===== src/rtl/irq_state_tracker.sv =====
module irq_state_tracker #(
  parameter int N_SRC = 8,
  localparam int IW = (N_SRC > 1) ? $clog2(N_SRC) : 1
) (
  input  logic             clk,
  input  logic             rst_n,
  input  logic [N_SRC-1:0] hw_req,
  input  logic             sw_trig,
  input  logic [IW-1:0]    sw_num,
  input  logic [N_SRC-1:0] clr_pend,
  input  logic             at_boundary,
  input  logic             ret_valid,
  input  logic [IW-1:0]    ret_num,
  output logic             enter,
  output logic             cand_valid,
  output logic [IW-1:0]    cand_id,
  output logic [N_SRC-1:0] pending,
  output logic [N_SRC-1:0] active
);

  logic [N_SRC-1:0] set_mask, take_mask, ret_mask;
  logic             any_pend;

  assign set_mask  = hw_req | (sw_trig ? (N_SRC'(1) << sw_num) : '0);
  assign ret_mask  = ret_valid ? (N_SRC'(1) << ret_num) : '0;
  assign any_pend  = |pending;
  assign cand_valid = any_pend && (active == '0);
  assign enter     = at_boundary && cand_valid;
  assign take_mask = enter ? (N_SRC'(1) << cand_id) : '0;

  always_comb begin
    cand_id = '0;
    for (int i = N_SRC - 1; i >= 0; i--)
      if (pending[i]) cand_id = IW'(i);
  end

  always_ff @(posedge clk or negedge rst_n) begin
    if (!rst_n) begin
      pending <= '0;
      active  <= '0;
    end else begin
      pending <= (pending & ~clr_pend & ~take_mask) | set_mask;
      active  <= (active & ~ret_mask) | take_mask;
    end
  end

endmodule


===== config.mk =====
export PLATFORM = sky130hd
export DESIGN_NAME = irq_state_tracker
export DESIGN_NICKNAME = d
export VERILOG_FILES = /design/src/rtl/irq_state_tracker.sv
export SDC_FILE = /design/constraint.sdc
export NUM_CORES = 1
export LEC_CHECK = 0
export ABC_AREA = 1
export ABC_CLOCK_PERIOD_IN_PS = 1700
export CELL_PAD_IN_SITES_DETAIL_PLACEMENT = 1
export CELL_PAD_IN_SITES_GLOBAL_PLACEMENT = 1
export CORE_MARGIN = 10
export CORE_UTILIZATION = 26
export CTS_CLUSTER_SIZE = 24
export DETAILED_ROUTE_END_ITERATION = 7
export HOLD_SLACK_MARGIN = 0.03
export PLACE_DENSITY = 0.86
export SLEW_MARGIN = 20
export SYNTH_ARGS = -nofsm -noshare
export SYNTH_HDL_FRONTEND = slang
export SYNTH_SLANG_ARGS = --single-unit

===== constraint.sdc =====
create_clock -name clk -period 1.7 [get_ports clk]
set_clock_uncertainty 0.05 [all_clocks]
set_input_delay 0.34 -clock clk [delete_from_list [all_inputs] [get_ports clk]]
set_output_delay 0.34 -clock clk [all_outputs]
set_load 0.05 [all_outputs]

* Word-level counts from Yosys, hierarchy flattened
Cells that the tools add are included.
Word-level totals: latch bits 0, memories kept 0, logic and storage cells 29, RAM bits 0, register bits after elaboration 16, bits in read-only memories 0
Operators by class: muxes and demuxes 11, add/sub/neg operators 0, reduce and logical (&&, ||, !) cells 4, $mul 0, divide/modulo/power cells 0, eq/ne operators 0, bitwise logic cells 9, $lt $le $gt $ge 0, shift-type cells 3
Operator list (number):
- $and A8 B8 Y8 | 3
- $mux W3 | 8
- $mux W8 | 3
- $not A8 Y8 | 3
- $or A8 B8 Y8 | 3
- $shl A1 B3 Y8 const A | 3
- $logic_not A8 Y1 | 1
- $reduce_or A8 Y1 | 1
- $logic_and A1 B1 Y1 | 2

* Depth between registers and ports, before layout
Gate-level depths: netlist of the first run.
word-level depth 13, gate-level depth with buffers 11, depth with buffers taken out 11

* Worst setup path before layout of the first run
OpenSTA, ideal clock, no wires.
kind register to output, start point register pending[5], end point output port cand_id[0], stages on the path, launching flop included 9, path slack -0.176 ns, arrival 1.486 ns, data required time 1.310 ns, buffers on the path 0, path through dfrtp_1 -> inv_1 -> nand2_1 -> nand2_1 -> nand2_1 -> nand2_1 -> nand2_1 -> nand2_1 -> inv_1
On the way: word-level cells in the longest chain between the ends 6
Ends and longest elaborated chain:
- from (decl) | RTL line 17 | output logic [N_SRC-1:0] pending,
- from (signal assigned) | RTL line 42 | pending <= (pending & ~clr_pend & ~take_mask) | set_mask;
- $mux W3 (6 in a row) | RTL line 34 | if (pending[i]) cand_id = IW'(i);
- to (decl) | RTL line 16 | output logic [IW-1:0] cand_id,
Every way passes these cells.

* Worst setup path after layout of the first run
start point register pending[3], end point output port cand_id[1]
On the way: word-level cells in the longest chain between the ends 4
Ends and longest elaborated chain (RTL line):
- $mux W3 (4 in a row) | 34
Every way passes these cells.

==> results by group, run 1 <==
Global routing
  – Total congestion overflow: 0
  – Largest net degree at the start of global routing: 17
  – Initial antenna violation count: 0
  – Vias in the first global route: 1,295
  – Total track usage: 11.24%
  – Global-route wire length before repair: 5.878 mm

Clock network
  – Longest Clk Path Bufs: 2
  – Worst-Skew Late Latency: 0.31 ns
  – CTS tree: done
  – Htree depth: 1
  – Worst-path clk slew: between 0.1 and 0.15 ns
  – # hold bufs at CTS: 0
  – Sink Count: 16
  – Clk root buf: clkbuf_4
  – TritonCTS Buffers: 3

Synth
  – Number of flops mapped to enable cells by yosys: 0
  – Yosys cell types: 15
  – Cell area after synthesis: 932.1 µm²
  – Warnings, synthesis: 0
  – Top-area cell type share of the netlist area: 42.95%
  – Register area share after synthesis: 42.95%
  – Top_reg_cell synth: dfrtp_1
  – Fraction of registers with async set/reset: 100.0%
  – Count leader, synth: nand2_1
  – Top cell type by total area after synthesis: dfrtp_1
  – Commonest cells post-synth: nand2_1 (51), inv_1 (22), nor2_1 (20)
  – Syn Inst Count: 140
  – FF+latch count, synth: 16
  – Largest cells by area after synthesis: dfrtp_1 (43%), nand2_1 (21%), inv_1 (8.9%), nor2_1 (8.1%), a21oi_1 (4.3%)
  – Avg Inst Size Synth: 6.658 µm²
  – Syn Nets: 167

Placement
  – # port buffers: 47
  – DP HPWL: approximately 2.9 mm
  – Placer congestion estimate: 0.7947

Setup path
  – Reg2Reg Setup Slack: -0.09 ns
  – Worst path cell trace: inv_2 -> nand2_1 -> o21bai_1 -> nand2_2 -> clkinvlp_4 -> buf_12
  – Setup crit start kind: register
  – Worst Setup SP: pending[3]
  – Worst path slowest cell: dfrtp_2
  – Crit path DAT: 1.52 ns
  – Reg-to-Reg End: pending[1]
  – Reg2Reg Launch Point: pending[7]
  – Largest stage delay, worst path: 0.43 ns
  – Crit Path Max Fanout: 3
  – Required @ worst endpoint: 1.31 ns
  – Crit end category: output port
  – Worst R2R Path Depth: 9
  – Setup crit end: cand_id[1]
  – Worst setup path class: register to output port

STA
  – FMAX: 523.0 MHz
  – Max-slew violations: 0
  – Final setup viols: 9
  – Fin crit share: 112.5%
  – Final setup TNS: -1.027 ns
  – Slew Limit Headroom: about four fifths
  – Final Hold Fails: 0
  – Setup WS post-layout: -0.2120 ns
  – Transition time of the tightest slew-check pin: 0.2765 ns
  – RSZ-0062 raised after global routing: true
  – Min Tclk post-route: about 1.9 ns
  – Fin Hold WS: approximately 0.29 ns

Route
  – DRT Wirelength: between 4 and 5 mm
  – Vias/cell: around 4.5
  – Metal3 WL: ~260 µm
  – Final antenna-violating net count: 0
  – Wl on met1: roughly 1.7 mm
  – Pre-antenna DRT Iters: 4
  – Drt wl/cell: 15.62 µm
  – Top Layer Used: met4
  – DRC viols: 0
  – 1st-iter DRT viols: 18
  – Via count: 1,172
  – Met2 wire length: between 2 and 2.5 mm

Min path
  – Worst Hold Class: input pin to async pin

Finish
  – Layout cell share with drive strength beyond 1: 43.72%
  – Diodes inserted: 0
  – Layout net count: 243
  – Area delta synth->final: 91.01%

Power and ir drop
  – Seq pwr share: between 20% and 30%
  – Leak: between 0.0008 and 0.0009 µW
  – Int Power: between 900 and 1000 µW
  – Net Sw Frac: 43.75%
  – Clk pwr share: 16.8%
  – Gate power share: 54.8%
  – Sw power: about 710 µW
  – Peak VDD IR: about 300 µV
  – PwrDens: 917.0 nW/µm²

Floorplan
  – Die ar.: 6380 µm²
  – Die Ht: 79.88 µm
  – Starting density of the core: 27.50%
  – # IOs: 48
  – Core area: 3390 µm²
  – Chip Width: 79.88 µm
  – # rows: 21

Run status
  – Outcome: finished with violations
  – Failing checks: setup timing

Flow run
  – Total of max-cap violations: 0
==> cells by family (layout without fill, tap and decap cells) <==
logic type	count (synthesis)	count (layout)	share of synthesized area [%]
buf+inv	24	99	9.665
compound gates	19	19	11.14
simple gates	81	81	36.24
flops	16	16	42.95
==> timing repair <==
item                                    in CTS  in global routing
setup buffers                               14                  5
resized for setup                           12                 20
pin swaps                                    6                 11
endpoints found under the setup margin       5                 11
==> metrics by stage <==
step                      util, %  worst slack [ns]  cells  area (µm²)  total power (µW)
final                       52.53           -0.2120    261        1780              1633
after global routing        52.53           -0.2674    261        1780              1718
after CTS                   49.65           -0.1486    256        1683              1563
after detailed placement    45.11           0.05444    238        1529              1254
after global placement      45.11            0.1078    238        1529              1240
after floorplan                 -          -0.03344    140       953.4             913.6
==> worst max-delay path, delay by kind of cell, from the launching register on <==
kind	cells	cell delay [ns]
AND/OR/NAND/NOR	2	0.24
flip-flops	1	0.43
buffers and inverters	3	0.35
AO/OA/AOI/OAI	1	0.21
==> power by group through the flow <==
stage | Clock (µW) | Combinational, µW | Sequential [µW]
finish | 274 | 895 | 463
global route | 296 | 950 | 472
CTS | 266 | 835 | 462
detailed placement | 0 | 785 | 469
global placement | 0 | 773 | 467
floorplan | 0 | 284 | 630
==> final cells by class <==
cell class              instances  area (µm²)
multi-input cells             100       511.7
repair buffers                 71       660.6
well taps                      46       57.56
clock buffers                   4       36.28
fillers                       421        1609
flip-flops and latches         16       410.4
inverters                      24       103.9
==> layer usage <==
layer  up-vias  track usage, %
li1        579               -
met1       549           11.30
met2        40           21.84
met3         4           3.716
met4         0           2.113
met5         -               0
==> registers in the layout, indices dropped and copies added, names as in the netlist <==
signal   flops
pending      8
active       8
==> cells in the final DEF (no fill, tap or decap), drive strengths merged <==
master	instances
a21oi	8
clkinvlp	3
clkdlybuf4s50	26
nand4	2
clkbuf	4
nor2	22
o21bai	2
o21ai	9
nand2	51
nand3	5
or2	1
dfrtp	16
inv	21
buf	45
==> worst min path at each step <==
stage	from	end	slack [ns]	cells past startpoint
CTS	rst_n	active[5]	0.31	2
global route	rst_n	active[4]	0.34	2
floorplan	rst_n	active[0]	-0.006	0
global placement	active[7]	active[7]	0.48	2
detailed placement	active[6]	active[6]	0.49	2
finish	rst_n	active[5]	0.29	2
Note: power is estimated with default switching activity, not from simulation.
==> inputs of run 2 (changes only) <==
--- a/config.mk
+++ b/config.mk
@@ -15,6 +15,7 @@
 export DETAILED_ROUTE_END_ITERATION = 7
 export HOLD_SLACK_MARGIN = 0.03
 export PLACE_DENSITY = 0.86
+export SKIP_CTS_REPAIR_TIMING = 1
 export SLEW_MARGIN = 20
 export SYNTH_ARGS = -nofsm -noshare
 export SYNTH_HDL_FRONTEND = slang
==> run 2 against run 1 <==
Compared with the run above: the flow still finishes with violations (setup timing); register-to-register slack gained 0.15 ns; worst hold slack gained 0.0077 ns; global-route usage shrank 1.0 points; fmax grew 2.1%; core utilization shrank 2.8 points; final area shrank 5.4%; count of clock-buffer cells in the layout is the same; critical path depth is the same; combinational power shrank 4.9%; critical endpoint unchanged; cell count shrank 4.2%; via count shrank 3.7%; die area is the same.
==> results by group, run 2 (synthesized netlist as in run 1, its figures left out) <==
Run status
  – Outcome: finished with violations
  – Failing checks: setup timing

Setup path
  – Crit Path Max Fanout: 2
  – Worst path slowest cell: dfrtp_2
  – Required @ worst endpoint: 1.31 ns
  – Family with the most delay on the worst path: buffers and inverters
  – Buf/Inv on CP: 3
  – Worst R2R Path Depth: 9
  – Largest stage delay, worst path: 0.43 ns
  – Crit path DAT: about 1.5 ns
  – Levels on crit path: 6
  – Setup crit start kind: register
  – Crit end category: output port
  – Worst path cell trace: buf_4 -> nor2_2 -> o21bai_1 -> nand2_1 -> clkinvlp_4 -> buf_12
  – Worst setup path class: register to output port

Route
  – Via count: about 1,100
  – Final antenna-violating net count: 0
  – 1st-iter DRT viols: 15
  – Vias/cell: 4.516
  – Top Layer Used: met4
  – DRC viols: 0
  – DRT Wirelength: around 3.5 mm
  – Drt wl/cell: 14.08 µm
  – Metal3 WL: 252 µm
  – Pre-antenna DRT Iters: 4
  – Wl on met1: 1.498 mm
  – Met2 wire length: 1.752 mm

STA
  – Fin crit share: 110.1%
  – Final setup TNS: -0.6014 ns
  – Fin Hold WS: 0.3013 ns
  – Final Hold Fails: 0
  – RSZ-0062 raised after global routing: true
  – Slew Limit Headroom: between 80% and 90%
  – Min Tclk post-route: 1.872 ns
  – Max-slew violations: 0
  – Final setup viols: 5
  – FMAX: roughly 530 MHz
  – Transition time of the tightest slew-check pin: 0.2510 ns
  – Setup WS post-layout: -0.1724 ns

Floorplan
  – Die ar.: ~6400 µm²
  – Chip Width: 79.88 µm
  – Die Ht: 79.88 µm
  – # IOs: between 40 and 50
  – # rows: 21
  – Core area: about 3400 µm²
  – Starting density of the core: ~28%

Finish
  – Final Non-Filler Cells: 250
  – Area delta synth->final: 80.67%
  – Most frequent cells in the layout: nand2_1 (44), buf_4 (28), clkdlybuf4s50_1 (26)
  – Largest registers: active x8, pending x8
  – Layout cell share with drive strength beyond 1: between 30% and 40%
  – Diodes inserted: 0
  – FILL cells: 424
  – Most common cell after layout, fill and taps aside: nand2_1
  – Layout net count: 232

Clock network
  – Worst-path clk slew: 0.11 ns
  – Worst-Skew Late Latency: around 0.30 ns
  – CTS tree: done
  – TritonCTS Buffers: 3
  – Longest Clk Path Bufs: 2
  – Htree depth: 1
  – Sink Count: 16
  – Clk root buf: clkbuf_4

Global routing
  – Initial antenna violation count: 0
  – Vias in the first global route: 1,180
  – Total track usage: 10.23%
  – Largest net degree at the start of global routing: 17
  – Global-route wire length before repair: 5.326 mm
  – Total congestion overflow: 0

Min path
  – Worst Hold Class: input pin to async pin

Placement
  – Pre-CTS worst setup slack: 0.05444 ns
  – Placed cell count: 238
  – # port buffers: 47
  – DP HPWL: 2.869 mm
  – Placer congestion estimate: a little under 0.8

Power and ir drop
  – PwrDens: 935.1 nW/µm²
  – Leak: 0.0008525 µW
  – Peak VDD IR: between 400 and 500 µV

Flow run
  – Total of max-cap violations: 0
[run 2: cell types whose count changed in the layout (fill, tap and decap cells not counted), sizes merged]
| cell | delta |
|---|---|
| buf | -11 |
[run 2: power by group]
| group | internal [µW] | leakage [µW] | switching (µW) |
|---|---|---|---|
| Clock | 130 | 0.0000210 | 130 |
| Combinational | 336 | 0.000645 | 514 |
| Sequential | 429 | 0.000186 | 34.3 |
| Total | 896 | 0.000852 | 679 |
[run 2: area by class of cell]
class | count | area [µm²] | share of cell area, %
clock buffers | 4 | 36.28 | 2.155
inverters | 24 | 103.9 | 6.166
multi-input cells | 100 | 494.2 | 29.35
flip-flops and latches | 16 | 410.4 | 24.37
well taps | 46 | 57.56 | 3.418
repair buffers | 60 | 581.8 | 34.55
[run 2: metrics by stage]
stage	utilization, %	instance area, µm²	power [µW]
final	49.69	1684	1575
after CTS	46.18	1565	1515
after global placement	45.11	1529	1240
after floorplan	-	953.4	913.6
after global routing	49.69	1684	1668
after detailed placement	45.11	1529	1254
[run 2: layer usage]
layer  track usage [%]  vias to the layer above
li1                  -                      564
met1             10.34                      527
met2             19.26                       36
met3             4.054                        2
met4             2.113                        0
met5                 0                        -
[run 2: path summary, 6_finish.rpt]
kind,to,from,slack [ns]
min reg2reg,active[6],active[6],0.50
max,cand_id[1],pending[6],-0.17
min,active[5],rst_n,0.30
max in group asynchronous,pending[4],rst_n,1.09
min in group clk,active[6],active[6],0.50
max reg2reg,pending[3],pending[5],0.06
==> inputs of run 3 (changes only) <==
--- a/config.mk
+++ b/config.mk
@@ -10,11 +10,12 @@
 export CELL_PAD_IN_SITES_DETAIL_PLACEMENT = 1
 export CELL_PAD_IN_SITES_GLOBAL_PLACEMENT = 1
 export CORE_MARGIN = 10
-export CORE_UTILIZATION = 26
+export CORE_UTILIZATION = 40
 export CTS_CLUSTER_SIZE = 24
 export DETAILED_ROUTE_END_ITERATION = 7
+export DONT_BUFFER_PORTS = 1
 export HOLD_SLACK_MARGIN = 0.03
-export PLACE_DENSITY = 0.86
+export PLACE_DENSITY = 0.83
 export SKIP_CTS_REPAIR_TIMING = 1
 export SLEW_MARGIN = 20
 export SYNTH_ARGS = -nofsm -noshare
==> run 3 against run 2 <==
Compared with the run above: the flow still finishes with violations (setup timing); critical path type unchanged; combinational power decreased by 13%; first-iteration DRC count increased to 4.5 times the previous value; critical path depth increased by 2; highest routed layer unchanged.
==> results by group, run 3 (synthesized netlist as in run 1, its figures left out) <==
Finish
  – Area of the multi-input gates: 501.7 µm²
  – Layout net count: 200
  – Sequential cell area: 410.4 µm²
  – Area delta synth->final: 41.61%
  – Most common cell after layout, fill and taps aside: nand2_1
  – Largest registers: active x8, pending x8
  – FILL cells: just under 300
  – Diodes inserted: 0
  – Layout cell share with drive strength beyond 1: 41.28%
  – Most frequent cells in the layout: nand2_1 (41), buf_4 (25), nor2_1 (17)

Route
  – Drt wl/cell: 19.36 µm
  – Final antenna-violating net count: 0
  – DRC viols: 0
  – Via count: 1,065
  – Vias/cell: 5.325
  – DRT Wirelength: 3.872 mm
  – Pre-antenna DRT Iters: 4
  – 1st-iter DRT viols: 67

Clock network
  – Htree depth: 1
  – Worst-path clk slew: roughly 0.1 ns
  – Worst-Skew Late Latency: approximately 0.30 ns
  – CTS tree: done
  – Sink Count: 16
  – Longest Clk Path Bufs: 2
  – TritonCTS Buffers: 3
  – Clk root buf: clkbuf_4

Run status
  – Failing checks: setup timing
  – Outcome: finished with violations

STA
  – Max-slew violations: 0
  – Setup WS post-layout: -0.2582 ns
  – RSZ-0062 raised after global routing: true
  – Final Hold Fails: 0
  – Fin crit share: 115.2%
  – FMAX: 510.7 MHz
  – Final setup viols: 9
  – Min Tclk post-route: 1.958 ns
  – Fin Hold WS: 0.09147 ns
  – Slew Limit Headroom: 49.12%
  – Transition time of the tightest slew-check pin: 0.7606 ns
  – Final setup TNS: -0.9678 ns

Setup path
  – Crit path DAT: 1.57 ns
  – Required @ worst endpoint: 1.31 ns
  – Crit Path Max Fanout: 4
  – Crit end category: output port
  – Setup crit start kind: register
  – Worst setup path class: register to output port

Floorplan
  – Core area: 2212 µm²
  – Die ar.: 4661 µm²
  – Starting density of the core: 42.14%
  – # IOs: 48
  – Chip Width: approximately 68 µm
  – Die Ht: 68.28 µm
  – # rows: 17

Power and ir drop
  – Peak VDD IR: 850.4 µV
  – PwrDens: 1106 nW/µm²
  – Leak: a little over 0.0007 µW

Global routing
  – Total congestion overflow: 0
  – Vias in the first global route: 1,055
  – Largest net degree at the start of global routing: 17
  – Initial antenna violation count: 0
  – Global-route wire length before repair: roughly 5 mm
  – Total track usage: between 10% and 20%

Flow run
  – Total of max-cap violations: 0

Placement
  – DP HPWL: 2.798 mm
  – # port buffers: 0
  – Placer congestion estimate: 0.8369

Min path
  – Worst Hold Class: input pin to register
==> run 3: cell types whose count changed in the layout (fill, tap and decap cells not counted), sizes merged <==
cell           previous run  this run
buf                      34        27
clkdlybuf4s50            26         0
dlygate4sd3               0         1
==> run 3: metal layers <==
layer	routed length [µm]	track usage (%)
met1	1522	15.41
met2	1953	25.70
met3	297	4.078
met4	99	4.523
met5	0	0
==> run 3: final timing paths <==
kind                       startpoint    endpoint  slack, ns  cells past startpoint
hold / removal              hw_req[2]  pending[2]       0.09                      2
setup / recovery           pending[5]  cand_id[0]      -0.26                      8
min in group asynchronous       rst_n  pending[6]       0.50                      1
hold reg to reg            pending[4]  pending[4]       0.61                      4
setup reg to reg           pending[5]  pending[7]      -0.13                     10
max in group asynchronous       rst_n  pending[5]       0.58                      1
==> run 3: area by class of cell <==
type                       instances  area share [%]
clock buffer                       4           2.749
tap                               28           2.654
multi-input combinational        100           38.01
inverter                          24           7.867
timing repair buffer              28           17.63
sequential                        16           31.09
==> run 3: power by group <==
part | switching [µW] | internal (µW)
clock network | 130 | 131
logic | 513 | 225
registers | 32.3 | 429
==> run 3: metrics by stage <==
stage | worst slack, ns | cell area (µm²) | util (%) | total power [µW] | instances
final | -0.2582 | 1320 | 59.67 | 1460 | 200
after global routing | -0.3229 | 1320 | 59.67 | 1536 | 200
after CTS | -0.2877 | 1195 | 54.02 | 1386 | 193
after detailed placement | 0.04438 | 1159 | 52.38 | 1132 | 189
after global placement | 0.09562 | 1159 | 52.38 | 1108 | 189
after floorplan | -0.03344 | 953.4 | - | 913.6 | 140
==> run 3: worst max-delay path, stage by stage (launching register included) <==
cell,delay [ns]
dfrtp_2,0.42
inv_2,0.09
nand2_1,0.09
nand2_1,0.08
nand2_1,0.08
nand2_2,0.08
nand2_2,0.06
nand2_2,0.11
clkinvlp_4,0.26
